`src/rtl/bstress_pkg.sv`:
```
`timescale 1ns/1ps
package bstress_pkg;

  typedef enum logic [1:0] {
    SL_CMD  = 2'd0,
    SL_GAP1 = 2'd1,
    SL_GAP2 = 2'd2,
    SL_GAP3 = 2'd3
  } slot_e;

  typedef struct packed {
    logic cs_n;
    logic ras_n;
    logic cas_n;
    logic we_n;
  } cmd_pins_t;

  localparam cmd_pins_t PINS_DESEL = 4'b1111;
  localparam cmd_pins_t PINS_READ  = 4'b0101;
  localparam cmd_pins_t PINS_WRITE = 4'b0100;

  localparam int unsigned BURST_COL_STEP = 8;

  // next bank index with wrap at the bank count
  function automatic int unsigned bank_after(input int unsigned b, input int unsigned nb);
    return (b + 1 >= nb) ? 0 : b + 1;
  endfunction

  // next burst-aligned column, modulo 2^w
  function automatic int unsigned col_after(input int unsigned c, input int unsigned w);
    return (c + BURST_COL_STEP) & ((1 << w) - 1);
  endfunction

  // even beats carry the pattern, odd beats its inverse
  function automatic logic [63:0] beat_word(input logic [63:0] pat, input int unsigned beat);
    return (beat % 2 == 1) ? ~pat : pat;
  endfunction

endpackage

```
`src/rtl/bstress_seq.sv`:
```
`timescale 1ns/1ps
module bstress_seq
  import bstress_pkg::*;
(
  input  logic  clk,
  input  logic  rst_n,
  input  logic  run,
  input  logic  wr_mode,
  output logic  active,
  output slot_e slot,
  output logic  mode_wr,
  output logic  start,
  output logic  cmd_fire,
  output logic  last_slot
);

  assign start     = run && !active;
  assign cmd_fire  = active && (slot == SL_CMD);
  assign last_slot = active && (slot == SL_GAP3);

  always_ff @(posedge clk) begin
    if (!rst_n) begin
      active  <= 1'b0;
      slot    <= SL_CMD;
      mode_wr <= 1'b0;
    end else if (!active) begin
      if (run) begin
        active  <= 1'b1;
        slot    <= SL_CMD;
        mode_wr <= wr_mode;
      end
    end else if (slot == SL_GAP3) begin
      slot <= SL_CMD;
      if (!run) active <= 1'b0;
    end else begin
      slot <= slot_e'(slot + 2'd1);
    end
  end

  AST_CMD_SPACING: assert property (@(posedge clk) disable iff (!rst_n)
    cmd_fire |=> !cmd_fire);

  AST_MODE_HELD: assert property (@(posedge clk) disable iff (!rst_n)
    (active && $past(active)) |-> (mode_wr == $past(mode_wr)));

  AST_STOP_AT_GROUP_END: assert property (@(posedge clk) disable iff (!rst_n)
    (last_slot && !run) |=> !active);

  AST_NO_EARLY_STOP: assert property (@(posedge clk) disable iff (!rst_n)
    (active && !last_slot) |=> active);

endmodule

```
`src/rtl/bstress_addr.sv`:
```
`timescale 1ns/1ps
module bstress_addr
  import bstress_pkg::*;
#(
  parameter int unsigned NUM_BANKS = 8,
  parameter int unsigned COL_W     = 10,
  localparam int unsigned BA_W     = (NUM_BANKS > 1) ? $clog2(NUM_BANKS) : 1
) (
  input  logic             clk,
  input  logic             rst_n,
  input  logic             start,
  input  logic             advance,
  output logic [BA_W-1:0]  bank,
  output logic [COL_W-1:0] col
);

  always_ff @(posedge clk) begin
    if (!rst_n || start) begin
      bank <= '0;
      col  <= '0;
    end else if (advance) begin
      bank <= BA_W'(bank_after(int'(bank), NUM_BANKS));
      col  <= COL_W'(col_after(int'(col), COL_W));
    end
  end

  AST_BANK_MOVES: assert property (@(posedge clk) disable iff (!rst_n)
    advance |=> (bank != $past(bank)));

  AST_BANK_IN_RANGE: assert property (@(posedge clk) disable iff (!rst_n)
    32'(bank) < NUM_BANKS);

  AST_COL_MOVES: assert property (@(posedge clk) disable iff (!rst_n)
    advance |=> (col != $past(col)));

  AST_COL_ALIGNED: assert property (@(posedge clk) disable iff (!rst_n)
    col[2:0] == 3'b000);

endmodule

```
`src/rtl/bstress_data.sv`:
```
`timescale 1ns/1ps
module bstress_data
  import bstress_pkg::*;
#(
  parameter int unsigned      DQ_W    = 8,
  parameter logic [DQ_W-1:0]  PATTERN = '0,
  localparam int unsigned     BEATS   = 2,
  localparam int unsigned     DM_W    = (DQ_W >= 8) ? (BEATS * DQ_W / 8) : BEATS
) (
  input  logic                  clk,
  input  logic                  rst_n,
  input  logic                  active,
  input  logic                  mode_wr,
  input  logic                  last_slot,
  output logic [BEATS*DQ_W-1:0] wdata,
  output logic                  wvalid,
  output logic [DM_W-1:0]       dm
);

  assign wvalid = active && mode_wr;
  assign dm     = '0;

  for (genvar b = 0; b < BEATS; b++) begin : g_beat
    assign wdata[b*DQ_W +: DQ_W] =
      wvalid ? DQ_W'(beat_word(64'(PATTERN), b)) : '0;
  end

  AST_WDATA_SEAMLESS: assert property (@(posedge clk) disable iff (!rst_n)
    (wvalid && !last_slot) |=> wvalid);

  AST_BEATS_INVERT: assert property (@(posedge clk) disable iff (!rst_n)
    wvalid |-> (wdata[DQ_W +: DQ_W] == ~wdata[0 +: DQ_W]));

endmodule

```
`src/rtl/burst_stress_gen.sv`:
```
`timescale 1ns/1ps
module burst_stress_gen
  import bstress_pkg::*;
#(
  parameter int unsigned     NUM_BANKS = 8,
  parameter int unsigned     ADDR_W    = 14,
  parameter int unsigned     COL_W     = 10,
  parameter int unsigned     DQ_W      = 8,
  parameter logic [DQ_W-1:0] PATTERN   = '0,
  localparam int unsigned    BA_W      = (NUM_BANKS > 1) ? $clog2(NUM_BANKS) : 1,
  localparam int unsigned    DM_W      = (DQ_W >= 8) ? (2 * DQ_W / 8) : 2,
  localparam int unsigned    AP_BIT    = 10
) (
  input  logic              clk,
  input  logic              rst_n,
  input  logic              run,
  input  logic              wr_mode,
  output logic              cs_n,
  output logic              ras_n,
  output logic              cas_n,
  output logic              we_n,
  output logic [BA_W-1:0]   ba,
  output logic [ADDR_W-1:0] addr,
  output logic [2*DQ_W-1:0] wdata,
  output logic              wvalid,
  output logic [DM_W-1:0]   dm
);

  logic             active, mode_wr, start, cmd_fire, last_slot;
  slot_e            slot;
  logic [BA_W-1:0]  bank;
  logic [COL_W-1:0] col;
  cmd_pins_t        pins;

  bstress_seq u_seq (
    .clk(clk), .rst_n(rst_n), .run(run), .wr_mode(wr_mode),
    .active(active), .slot(slot), .mode_wr(mode_wr), .start(start),
    .cmd_fire(cmd_fire), .last_slot(last_slot)
  );

  bstress_addr #(.NUM_BANKS(NUM_BANKS), .COL_W(COL_W)) u_addr (
    .clk(clk), .rst_n(rst_n), .start(start), .advance(cmd_fire),
    .bank(bank), .col(col)
  );

  bstress_data #(.DQ_W(DQ_W), .PATTERN(PATTERN)) u_data (
    .clk(clk), .rst_n(rst_n), .active(active), .mode_wr(mode_wr),
    .last_slot(last_slot), .wdata(wdata), .wvalid(wvalid), .dm(dm)
  );

  always_comb begin
    pins = PINS_DESEL;
    if (cmd_fire) pins = mode_wr ? PINS_WRITE : PINS_READ;
  end

  assign {cs_n, ras_n, cas_n, we_n} = pins;
  assign ba = cmd_fire ? bank : '0;

  always_comb begin
    addr = '0;
    if (cmd_fire) addr[COL_W-1:0] = col;
    addr[AP_BIT] = 1'b0;
  end

  AST_WRITE_MATCHES_DATA: assert property (@(posedge clk) disable iff (!rst_n)
    !cs_n |-> (wvalid == !we_n));

  AST_IDLE_DESELECT: assert property (@(posedge clk) disable iff (!rst_n)
    !active |-> (cs_n && ras_n && cas_n && we_n && !wvalid));

  AST_ADDR_ZERO_ON_GAP: assert property (@(posedge clk) disable iff (!rst_n)
    cs_n |-> (addr == '0 && ba == '0));

endmodule

```
`config.mk`:
```
export PLATFORM = sky130hd
export DESIGN_NAME = burst_stress_gen
export DESIGN_NICKNAME = d
export VERILOG_FILES = /design/src/rtl/bstress_pkg.sv /design/src/rtl/bstress_seq.sv /design/src/rtl/bstress_addr.sv /design/src/rtl/bstress_data.sv /design/src/rtl/burst_stress_gen.sv
export SDC_FILE = /design/constraint.sdc
export NUM_CORES = 1
export LEC_CHECK = 0
export ABC_CLOCK_PERIOD_IN_PS = 2050
export BUFFER_PORTS_ARGS = -buffer_cell sky130_fd_sc_hd__buf_2
export CAP_MARGIN = 10
export CORE_AREA = 2 2 52 54
export CTS_BUF_LIST = sky130_fd_sc_hd__clkbuf_16
export CTS_CLUSTER_SIZE = 24
export DETAILED_ROUTE_END_ITERATION = 8
export DIE_AREA = 0 0 54 56
export PLACE_DENSITY = 0.69
export SETUP_SLACK_MARGIN = 0.5
export SLEW_MARGIN = 20
export SYNTH_ARGS = -nofsm -noshare
export SYNTH_HDL_FRONTEND = slang
export SYNTH_SLANG_ARGS = --single-unit
```
`constraint.sdc`:
```
create_clock -name clk -period 2.05 [get_ports clk]
set_input_delay 0.1025 -clock clk [delete_from_list [all_inputs] [get_ports clk]]
set_output_delay 0.1025 -clock clk [all_outputs]
set_load 0.02 [all_outputs]
```
# Word level (Yosys, flattened, before mapping)
# Cells that the tools add are included.
# op_classes
n_addsub,3
magnitude_cmp,1
eq_ne,1
muxes,12
bitwise,1
n_reduce_logical,9
# op_table
operator,count
$add 10x4->10 const B,1
$mux 10,1
$mux 8,1
$mux 2,3
$mux 3,2
$add 3x1->4 const B,1
$ge 4x4->1 const B,1
$mux 1,4
$mux 4,1
$logic_and 1x1->1,3
$add 2x1->2 const B,1
$eq 2x2->1 const B,1
$logic_not 1->1,2
$logic_not 2->1,1
$reduce_and 2->1,1
$reduce_bool 2->1,1
$logic_or 1x1->1,1
$not 1->1,1
# totals
regBits,17
in_bits,4
output_inout_bits,40
wordCells,32

# Longest topological paths before layout
# logic_depth
ltp_word,3
depth_mapped,7
ltp_nobuf,6

# Hierarchy
# From an unflattened synthesis, not the netlist that was laid out.
# hier_totals
cells_unflattened,115
area_unflattened_um2,973.4
# modules_own_cells
module,n_inst,cells_per_inst,area_each_um2,seq_area_each_um2
bstress_addr,1,50,457.9,200.2
bstress_seq,1,21,206.4,80.1
burst_stress_gen,1,24,163.9,0.0
bstress_data,1,20,145.1,0.0

# Worst setup path after synthesis
# No wires, ideal clock.
# synth_timing
path_kind,reg2out
startpoint,reg u_seq.active
endpoint,out wdata[10]
t_arrival_ps,1244
t_required_ps,1947
setup_slack_ps,704
path_stages_with_launch,5
n_path_buf,3
cell_sequence,dfxtp_1 > buf_6 > clkbuf_1 > and2_1 > buf_4
# synth_via
elab_chain_cells,2
# synth_rtl
item,line,source
start: declaration,bstress_seq.sv:9,"output logic active,"
start signal: assignment,bstress_seq.sv:23,active <= 1'b0;
start signal: assignment,bstress_seq.sv:28,active <= 1'b1;
start signal: assignment,bstress_seq.sv:34,if (!run) active <= 1'b0;
$logic_and 1x1->1,bstress_data.sv:20,assign wvalid = active && mode_wr;
net wvalid,burst_stress_gen.sv:25,"output logic wvalid,"
$mux 8,bstress_data.sv:25,"wvalid ? DQ_W'(beat_word(64'(PATTERN), b)) : '0;"
end: declaration,burst_stress_gen.sv:24,"output logic [2*DQ_W-1:0] wdata,"
# The timed path passes the listed nets, and every way through them passes these cells.

# Final worst setup path
# layout_timing
startpoint,reg u_seq.slot[0]
endpoint,out we_n
# layout_via
elab_chain_cells,3
# layout_rtl
item,line,source
start: declaration,bstress_seq.sv:10,"output slot_e slot,"
start signal: assignment,bstress_seq.sv:36,slot <= slot_e'(slot + 2'd1);
$logic_not 2->1,bstress_seq.sv:18,assign cmd_fire = active && (slot == SL_CMD);
$logic_and 1x1->1,bstress_seq.sv:18,
$mux 4,burst_stress_gen.sv:53,if (cmd_fire) pins = mode_wr ? PINS_WRITE : PINS_READ;
end: declaration,burst_stress_gen.sv:21,"output logic we_n,"
# Every way passes these cells.

==> flow_metrics.py <==
metrics = {
    "route": {
        "avgViaCountPerCell": 4.56,
        "drc": 0,
        "wl_per_cell_um": 10.8,
        "ant_nets": 0,
        "dr_total_vias": 712,
        "drtPass1Iterations": 4,
        "postRouteWirelength_um": 1680,
        "first_iter_violations": 17,
    },
    "sta": {
        "drv_slew": 0,
        "clock.fmax_mhz": 697,
        "final.setup_skew_ns": 0.00123,
        "setup_violations": 0,
        "layout_min_cycle_time_ns": 1.44,
        "timing.final.hold_violations": 0,
        "grt_setup_unrepaired": "no",
        "fraction_of_the_cycle_the_final_worst_path_needs": 0.700,
        "timing.final.ws_setup_ns": 0.615,
        "fin_tns_setup_ns": 0,
    },
    "critical_path": {
        "startpoint": "u_seq.slot[0]$_SDFFE_PN0P_",
        "critPathRequiredTime_ns": 1.95,
        "rr_worst_depth": 5,
        "worstPathCellList": "inv_1 > ha_4 > and2_4 > nand2_1 > buf_2",
        "regToRegSetupSlack_ns": 0.72,
        "crit_fanout": 12,
        "worst_path_max_delay_cell": "sky130_fd_sc_hd__dfxtp_1",
        "nature_of_the_critical_path_endpoint": "output pin",
        "cpPeakStageDelay_ns": 0.32,
        "critical_path.reg2reg.endpoint": "u_addr.col[8]$_SDFFE_PP0P_",
        "critical_path.reg2reg.startpoint": "u_seq.slot[0]$_SDFFE_PN0P_",
        "worstSetupEndpoint": "we_n",
        "worstSetupStartpointType": "register",
        "crit_type": "reg -> out",
        "cp.arrival_ns": 1.33,
    },
    "floorplan": {
        "initial_core_util": 0.393,
        "die_width_um": 54,
        "dieArea_sq_um": 3020,
        "die_height_um": 56,
        "floorplan.io_pins": 44,
        "core_region_area_sq_um": 2430,
        "row_count": 18,
    },
    "synthesis": {
        "synth_top_area_cell": "sky130_fd_sc_hd__dfxtp_1",
        "dominant_combinational_cell_family_by_area_after_synthesis": "buffers and inverters",
        "synth_top_area_share": 0.293,
        "synth_compound_area_frac": 0.0707,
        "yosys_register_bits": 14,
        "synth_fa_ha_area_frac": 0.0524,
        "synthesis.area_per_instance_sq_um": 8.46,
        "synth_enable_flop_cells": 0,
        "post-synth-top-count-cell": "sky130_fd_sc_hd__buf_4",
        "yosys-mux-area-fraction": 0.0314,
        "synth_ff_type": "sky130_fd_sc_hd__dfxtp_1",
        "synth.cell_area_sq_um": 956,
        "synth_simple_gate_area_frac": 0.250,
        "asyncSetResetFlopFracSynth": 0,
        "cells_taking_the_most_area_after_synthesis": "sky130_fd_sc_hd__dfxtp_1, sky130_fd_sc_hd__buf_4, sky130_fd_sc_hd__and3_1",
        "post_synthesis_xor_xnor_area_fraction": 0.0275,
        "synthesized_netlist_cell_count": 113,
        "netlist_top_cells_count": "sky130_fd_sc_hd__buf_4, sky130_fd_sc_hd__dfxtp_1, sky130_fd_sc_hd__and3_1",
        "synth_seq_area_share": 0.293,
        "post_synth_num_cell_types": 30,
        "synth_warnings": 0,
    },
    "global_route": {
        "first_global_vias": 641,
        "track_usage": 0.121,
        "grt_max_degree": 19,
        "grt_overflow_total": 0,
        "grt_antenna_before_repair": 0,
        "grt_first_pass_wirelength_um": 2640,
    },
    "layout": {
        "n_antenna_cell": 0,
        "nNetsFinal": 135,
        "layout.cell_area.non_filler_sq_um": 1030,
        "areaGrowthSynthToFinish_pct": 8.12,
        "final_layout_size_suffix_gt1_frac": 0.278,
    },
    "place": {
        "place_area_sq_um": 938,
        "gp_congestion": 0.701,
        "dpl_worst_slack_ns": 0.480,
        "numPortBuffers": 25,
        "hpwlAfterDp_um": 1260,
    },
    "clock_tree": {
        "cts_inserted_buffers": 3,
        "ctsHtreeMaxLevel": 1,
        "tritoncts": "done",
        "numClockSinks": 14,
        "clockBufferDepth": 2,
        "clk_pin_slew_ns": 0.04,
        "insertion_delay_ns": 0.24,
        "clock_tree_root_buffer_cell": "sky130_fd_sc_hd__clkbuf_16",
    },
    "hold_path": {
        "worstHoldStart": "wr_mode",
        "hold_class": "in -> reg",
    },
    "run_status": {
        "status": "finished, final reports clean",
    },
    "pwr": {
        "p_leak_nw": 0.537,
        "ir_drop_uv": 333,
        "power_density_nw_per_um2": 747,
    },
    "flow_run": {
        "timing.max_cap.violations": 0,
    },
}
stage by stage:
stage	power (mW)	utilization	cells	hold WS, ns
2_1_floorplan	0.424	-	129	0.226
3_3_place_gp	0.402	0.386	152	0.359
3_5_place_dp	0.405	0.386	152	0.376
4_1_cts	0.780	0.424	156	0.128
5_1_grt	0.811	0.425	156	0.151
6_report	0.772	0.425	156	0.125
cell usage in the layout (no fill, tap or decap), drive strengths merged, types with 3 or more instances in the layout:
master,netlist,layout
nor2,3,3
inv,4,4
nand3,6,6
ha,4,4
dfxtp,14,14
clkbuf,1,3
conb,2,18
mux2i,3,3
nand2,6,6
a21oi,7,7
nor2b,4,4
buf,31,25
and3,9,9
registers in the layout, summed over array words and instances (netlist names):
| name | flops |
|---|---|
| u_addr.bank | 3 |
| u_addr.col | 7 |
| u_seq.slot | 2 |
| u_seq.mode_wr | 1 |
| u_seq.active | 1 |
area by class of cell:
| type | instances | area [sq um] |
|---|---|---|
| Clock buffer | 3 | 75.1 |
| Fill cell | 233 | 1400 |
| Multi-Input combinational cell | 79 | 495 |
| Tap cell | 30 | 37.5 |
| Sequential cell | 14 | 282 |
| Inverter | 4 | 15.0 |
| Clock inverter | 1 | 3.75 |
| Timing Repair Buffer | 25 | 125 |
worst min-delay path by stage:
| stage | to | cells past startpoint |
|---|---|---|
| 6_report | u_seq.mode_wr$_SDFFE_PN0P_ | 3 |
| 5_1_grt | u_seq.active$_SDFF_PN0_ | 2 |
| 4_1_cts | u_seq.mode_wr$_SDFFE_PN0P_ | 3 |
| 3_5_place_dp | u_seq.mode_wr$_SDFFE_PN0P_ | 3 |
| 3_3_place_gp | u_seq.mode_wr$_SDFFE_PN0P_ | 3 |
| 2_1_floorplan | u_seq.active$_SDFF_PN0_ | 1 |
where the power goes:
group / switching, mW / total, mW / internal [mW]
clock network: 0.108 / 0.365 / 0.257
logic: 0.0779 / 0.110 / 0.0324
registers: 0.0140 / 0.296 / 0.282
total: 0.200 / 0.772 / 0.572
cell families after synthesis:
group | count (synthesis)
AO/OA/AOI/OAI | 12
XOR/XNOR | 3
adder cells (fa/ha/maj) | 4
buffers and inverters | 36
flip-flops | 14
multiplexers | 3
other | 2
AND/OR/NAND/NOR | 39
timing repair:
| item | CTS | global route |
|---|---|---|
| setup buffers | 0 | 0 |
| resized for setup | 4 | 1 |
| setup endpoints to repair | 14 | 1 |
| hold buffers | 0 | 0 |
layer usage:
metal | vias up | routed length [um] | track usage
li1 | 358 | - | -
met1 | 322 | 663 | 0.108
met2 | 30 | 883 | 0.223
met3 | 2 | 113 | 0.0323
met4 | 0 | 19 | 0.0750
met5 | - | 0 | 0
critical path: cells and delay by family (launching register included):
family / cells / cell delay, ns
adders and majority gates: 1 / 0.22
and+or+nand+nor: 2 / 0.28
buffers and inverters: 2 / 0.27
DFF: 1 / 0.32
Note: power is estimated with default switching activity, not from simulation.
